`config.mk`:
```
export PLATFORM = sky130hd
export DESIGN_NAME = regwin_port
export DESIGN_NICKNAME = d
export VERILOG_FILES = /design/src/rtl/rw_pkg.sv /design/src/rtl/rw_strobe.sv /design/src/rtl/rw_ptr.sv /design/src/rtl/rw_fetch.sv /design/src/rtl/regwin_port.sv
export SDC_FILE = /design/constraint.sdc
export NUM_CORES = 1
export LEC_CHECK = 0
export BUFFER_PORTS_ARGS = -buffer_cell sky130_fd_sc_hd__buf_2
export CAP_MARGIN = 10
export CORE_UTILIZATION = 35
export CTS_BUF_LIST = sky130_fd_sc_hd__clkbuf_8
export DETAILED_ROUTE_END_ITERATION = 10
export PLACE_DENSITY = 0.71
export SETUP_SLACK_MARGIN = 0.4
export SLEW_MARGIN = 10
export SYNTH_ARGS = -nofsm -noshare
export SYNTH_HDL_FRONTEND = slang
export SYNTH_HIERARCHICAL = 1
export SYNTH_SLANG_ARGS = --single-unit
```
`constraint.sdc`:
```
create_clock -name clk -period 1.9 [get_ports clk]
set_clock_uncertainty 0.1 [all_clocks]
set_input_delay 0.19 -clock clk [delete_from_list [all_inputs] [get_ports clk]]
set_output_delay 0.19 -clock clk [all_outputs]
set_load 0.02 [all_outputs]
```
`src/rtl/rw_pkg.sv`:
```
package rw_pkg;

    typedef enum logic [1:0] {
        BUS_DIRECT = 2'b00,
        BUS_MUXED  = 2'b01,
        BUS_OFF_A  = 2'b10,
        BUS_OFF_B  = 2'b11
    } bus_style_e;

    typedef struct packed {
        logic ptr_wr;
        logic data_wr;
        logic data_rd;
        logic ale_hi;
        logic ale_fall;
    } bus_evt_t;

    function automatic logic style_active(input bus_style_e s);
        return (s == BUS_DIRECT) || (s == BUS_MUXED);
    endfunction

endpackage

```
`src/rtl/rw_strobe.sv`:
```
module rw_strobe
    import rw_pkg::*;
#(
    parameter int DW = 8
) (
    input  logic          clk,
    input  logic          rst,
    input  bus_style_e    style,
    input  logic          cs_n,
    input  logic          rd_n,
    input  logic          wr_n,
    input  logic          a0_ale,
    input  logic [DW-1:0] bus_din,
    output bus_evt_t      evt,
    output logic [DW-1:0] held_din
);

    logic prev_cs_n, prev_rd_n, prev_wr_n, prev_a0;
    logic active, muxed, rd_end, wr_end;

    always_ff @(posedge clk) begin
        if (rst) begin
            prev_cs_n <= 1'b1;
            prev_rd_n <= 1'b1;
            prev_wr_n <= 1'b1;
            prev_a0   <= 1'b0;
            held_din  <= '0;
        end else begin
            prev_cs_n <= cs_n;
            prev_rd_n <= rd_n;
            prev_wr_n <= wr_n;
            prev_a0   <= a0_ale;
            held_din  <= bus_din;
        end
    end

    always_comb begin
        active = style_active(style);
        muxed  = (style == BUS_MUXED);
        rd_end = active && !prev_rd_n && rd_n && !prev_cs_n;
        wr_end = active && !prev_wr_n && wr_n && !prev_cs_n;
        evt.ptr_wr   = wr_end && !muxed && prev_a0;
        evt.data_wr  = wr_end && (muxed || !prev_a0);
        evt.data_rd  = rd_end && (muxed || !prev_a0);
        evt.ale_hi   = muxed && a0_ale;
        evt.ale_fall = muxed && prev_a0 && !a0_ale;
    end

endmodule

```
`src/rtl/rw_ptr.sv`:
```
module rw_ptr
    import rw_pkg::*;
#(
    parameter int AW = 6,
    parameter int DW = 8
) (
    input  logic          clk,
    input  logic          rst,
    input  bus_evt_t      evt,
    input  logic [DW-1:0] held_din,
    input  logic [AW-1:0] live_addr,
    output logic [AW-1:0] ptr,
    output logic [DW-1:0] data_in,
    output logic          we_q
);

    always_ff @(posedge clk) begin
        if (rst) begin
            ptr     <= '0;
            data_in <= '0;
            we_q    <= 1'b0;
        end else begin
            if (evt.ale_hi)
                ptr <= live_addr;
            else if (evt.ptr_wr)
                ptr <= held_din[AW-1:0];
            if (evt.data_wr)
                data_in <= held_din;
            we_q <= evt.data_wr;
        end
    end

endmodule

```
`src/rtl/rw_fetch.sv`:
```
module rw_fetch #(
    parameter int DW         = 8,
    parameter bit CLEAR_DOUT = 1'b1
) (
    input  logic          clk,
    input  logic          rst,
    input  logic          trig,
    input  logic [DW-1:0] rf_rdata,
    output logic [DW-1:0] dout,
    output logic          pend
);

    always_ff @(posedge clk) begin
        if (rst) pend <= 1'b0;
        else     pend <= trig;
    end

    generate
        if (CLEAR_DOUT) begin : g_clr
            always_ff @(posedge clk) begin
                if (rst)       dout <= '0;
                else if (pend) dout <= rf_rdata;
            end
        end else begin : g_keep
            always_ff @(posedge clk) begin
                if (pend) dout <= rf_rdata;
            end
        end
    endgenerate

endmodule

```
`src/rtl/regwin_port.sv`:
```
module regwin_port
    import rw_pkg::*;
#(
    parameter int DEPTH      = 64,
    parameter int DW         = 8,
    parameter bit CLEAR_DOUT = 1'b1,
    localparam int AW        = $clog2(DEPTH)
) (
    input  logic          clk,
    input  logic          rst,
    input  logic [1:0]    mode,
    input  logic          cs_n,
    input  logic          rd_n,
    input  logic          wr_n,
    input  logic          a0_ale,
    input  logic [DW-1:0] bus_din,
    output logic [DW-1:0] bus_dout,
    output logic          bus_oe,
    output logic [AW-1:0] rf_addr,
    output logic [DW-1:0] rf_wdata,
    output logic          rf_we,
    output logic          rf_re,
    input  logic [DW-1:0] rf_rdata
);

    bus_evt_t      evt;
    logic [DW-1:0] held_din;
    logic          we_q;
    logic          reload_trig;

    rw_strobe #(.DW(DW)) u_strobe (
        .clk      (clk),
        .rst      (rst),
        .style    (bus_style_e'(mode)),
        .cs_n     (cs_n),
        .rd_n     (rd_n),
        .wr_n     (wr_n),
        .a0_ale   (a0_ale),
        .bus_din  (bus_din),
        .evt      (evt),
        .held_din (held_din)
    );

    rw_ptr #(.AW(AW), .DW(DW)) u_ptr (
        .clk       (clk),
        .rst       (rst),
        .evt       (evt),
        .held_din  (held_din),
        .live_addr (bus_din[AW-1:0]),
        .ptr       (rf_addr),
        .data_in   (rf_wdata),
        .we_q      (we_q)
    );

    // A data write reloads one cycle later, once the write has landed.
    assign reload_trig = evt.ptr_wr || evt.data_rd || evt.ale_fall || we_q;

    rw_fetch #(.DW(DW), .CLEAR_DOUT(CLEAR_DOUT)) u_fetch (
        .clk      (clk),
        .rst      (rst),
        .trig     (reload_trig),
        .rf_rdata (rf_rdata),
        .dout     (bus_dout),
        .pend     (rf_re)
    );

    assign rf_we  = we_q;
    assign bus_oe = !cs_n && !rd_n;

endmodule

```
==> run_results.csv <==
group,metric,value,unit
setup_path,crit_buf_inv,1,
setup_path,slowest_stage,"dfxtp_1",
logic_synthesis,synth-seq-area-share,0.5496,
final_layout,fin_cells,215,
floorplan,die_area,0.003996,mm2
cts,cts_tree,"yes",
pwr,power.density,844.5,mW/mm2
route,drt-total-wl,2.456,mm
setup_path,path_max_fanout,6,
setup_path,cp.arrival,1.48,ns
hold_path,whs_path_depth,2,
pwr,p_int,0.001116,W
route,remaining_drc_errors,0,
global_routing,track_usage,0.1362,
floorplan,design.core.area,0.003468,mm2
route,vias_per_cell,4.549,
sta,finalSetupTns,0,ns
final_layout,area_delta_synth_final,29.10,%
floorplan,start_util,0.3781,
route,first_pass_iters,4,
setup_path,crit_type,"reg2reg",
cts,htreeDepth,2,
setup_path,required,1.93,ns
placed_design,place_ws,0.3656,ns
final_layout,final_common_cell,"buf_2",
sta,worstMarginPinSlew,0.5919,ns
sta,fin_crit_sh,0.7635,
global_routing,antenna_found_initial,0,
setup_path,cpPeakStageDelay,0.30,ns
final_layout,layout-drive-gt1-share,0.3787,
logic_synthesis,synth_area,0.001311,mm2
sta,setup_ws,0.4493,ns
sta,min_period,1.451,ns
setup_path,end_kind,"register",
final_layout,fin_nets,192,
logic_synthesis,yosysTopAreaCellShare,0.5496,
cts,cts_made_buffers,5,
pwr,combPwrFrac,0.073,
logic_synthesis,synth_top_area_cell,"dfxtp_1",
setup_path,startpoint_type,"register",
setup_path,worst-path-stages,5,
run,maxCapViolations,0,
global_routing,grt_pass1_vias,954,
global_routing,grt_pass1_wl,4.174,mm
logic_synthesis,ys_warn_count,6,
sta,rsz0062_at_grt,"yes",
logic_synthesis,synth.avg_cell_area,11.21,um2
route,antenna_left,0,
sta,timing.fmax,689.3,MHz
sta,slew_headroom,0.6054,
hold_path,hp-class,"in2reg",
logic_synthesis,syn_nets,141,
route,vias,978,
placed_design,port_buffers,48,
placed_design,place.gp.congestion,0.7122,
placed_design,place_inst,207,
floorplan,die_w,63.21,um
pwr,power.total,0.001430,W
setup_path,worstPathCellList,"nand2b_4, nor4b_4, buf_6, mux2i_1, a211oi_1",
pwr,leakage,0.7327,nW
pwr,p_sw,0.0003132,W
logic_synthesis,synth.area.top_cells,"dfxtp_1, mux2i_1, nor2b_1",
cts,cts_root_buf,"clkbuf_8",
sta,hold_violations,0,
global_routing,grt_start_max_net_pins,37,
setup_path,reg2regPathDepth,5,
global_routing,grt_remaining_overflow,0,
cts,clk_path_buf_depth,2,
floorplan,placementRows,21,
setup_path,critPathTopFamily,"simple AND/OR/NAND/NOR gates",
floorplan,die_y,63.21,um
pwr,clkPwrFrac,0.373,
floorplan,io_pins,49,
final_layout,n_antenna_cell,0,
final_layout,final_cell_mix,"buf_2, dfxtp_1, mux2i_1, nor2_1, nor2b_1",
cts,path_clk_slew,0.06,ns
sta,finalSetupViolCount,0,
placed_design,dp_hpwl,1.796,mm
outcome,outcome,"complete, no violations",
pwr,switching_share,0.2191,
cts,postCtsHoldBufs,0,
pwr,vdd_drop_max,629.5,uV
pwr,seqPwrFrac,0.554,
route,drtIter0Drc,32,
sta,drv_slew,0,
logic_synthesis,ys_seq_elements,36,
cts,clkLatencyLatePin,0.28,ns
cts,cts_sinks,36,
logic_synthesis,synth_cell_types,17,
route,routedWlPerCell,11.42,um
logic_synthesis,syn_inst,117,
==> power by group through the flow <==
stage          logic [W]  clock network, W  registers [W]
3_3_place_gp   0.0000991                 0       0.000807
2_1_floorplan  0.0000464                 0       0.000817
4_1_cts         0.000106          0.000558       0.000791
6_report        0.000105          0.000533       0.000791
5_1_grt         0.000115          0.000600       0.000794
3_5_place_dp    0.000103                 0       0.000808
==> kinds of logic (layout without fill, tap and decap cells) <==
logic type | Yosys count | after routing | synth area share
and+or+nand+nor | 46 | 46 | 0.2061
buffers and inverters | 7 | 59 | 0.04198
muxes | 22 | 22 | 0.1679
AOI/OAI and AO/OA | 6 | 6 | 0.03435
DFF | 36 | 36 | 0.5496
==> sequential cells by signal (all words and copies together), names as in the netlist <==
signal	count
u_fetch/dout	8
u_ptr/data_in	8
u_strobe/held_din	8
u_ptr/ptr	6
u_fetch/pend	1
u_ptr/we_q	1
u_strobe/prev_a0	1
u_strobe/prev_cs_n	1
u_strobe/prev_rd_n	1
u_strobe/prev_wr_n	1
==> final timing paths <==
| check | start | endpoint | slack, ns |
|---|---|---|---|
| min | cs_n | u_strobe/prev_cs_n$_SDFF_PP1_ | 0.009 |
| max | u_strobe/prev_wr_n$_SDFF_PP1_ | u_ptr/ptr[4]$_SDFFE_PP0P_ | 0.45 |
| max reg2reg | u_strobe/prev_wr_n$_SDFF_PP1_ | u_ptr/ptr[4]$_SDFFE_PP0P_ | 0.45 |
| min reg2reg | u_strobe/held_din[7]$_SDFF_PP0_ | u_ptr/data_in[7]$_SDFFE_PP0P_ | 0.37 |
==> layer usage <==
| metal | track usage | share of wire |
|---|---|---|
| met5 | 0 | 0 |
| met4 | 0.05682 | 0.0073 |
| met3 | 0.04710 | 0.068 |
| met2 | 0.2272 | 0.49 |
| met1 | 0.1579 | 0.44 |
==> Yosys cell counts <==
| cell | count |
|---|---|
| nor4b_2 | 1 |
| or2_1 | 3 |
| buf_4 | 1 |
| nor4_1 | 2 |
| a211oi_1 | 6 |
| nor4bb_1 | 1 |
| and3b_2 | 1 |
| nand2b_1 | 2 |
| nor2b_4 | 1 |
| nor2b_1 | 17 |
| inv_1 | 1 |
| or4_1 | 1 |
| mux2i_1 | 22 |
| nor2_1 | 17 |
| dfxtp_1 | 36 |
| buf_2 | 2 |
| buf_6 | 3 |
==> what timing repair did <==
item | CTS | global route
setup endpoints to repair | 3 | 7
setup buffers | 0 | 0
pin swaps | 1 | 5
resized for setup | 2 | 2
==> stage by stage <==
stage               area (um2)    util  hold slack (ns)
floorplan                 1311       -           0.1616
global placement          1579  0.4553           0.2873
detailed placement        1579  0.4553           0.2914
CTS                       1688  0.4867         0.001845
global route              1693  0.4881          0.01433
finish                    1693  0.4881         0.008890
==> area by class of cell <==
class                   count  area, um2
clock buffers               6      82.58
flip-flops and latches     36      721.9
multi-input cells          74      558.0
fillers                   360       1775
clock inverters             2      10.01
well taps                  46      57.56
inverters                   1      3.754
repair buffers             50      259.0
(Power assumes the default switching activity.)
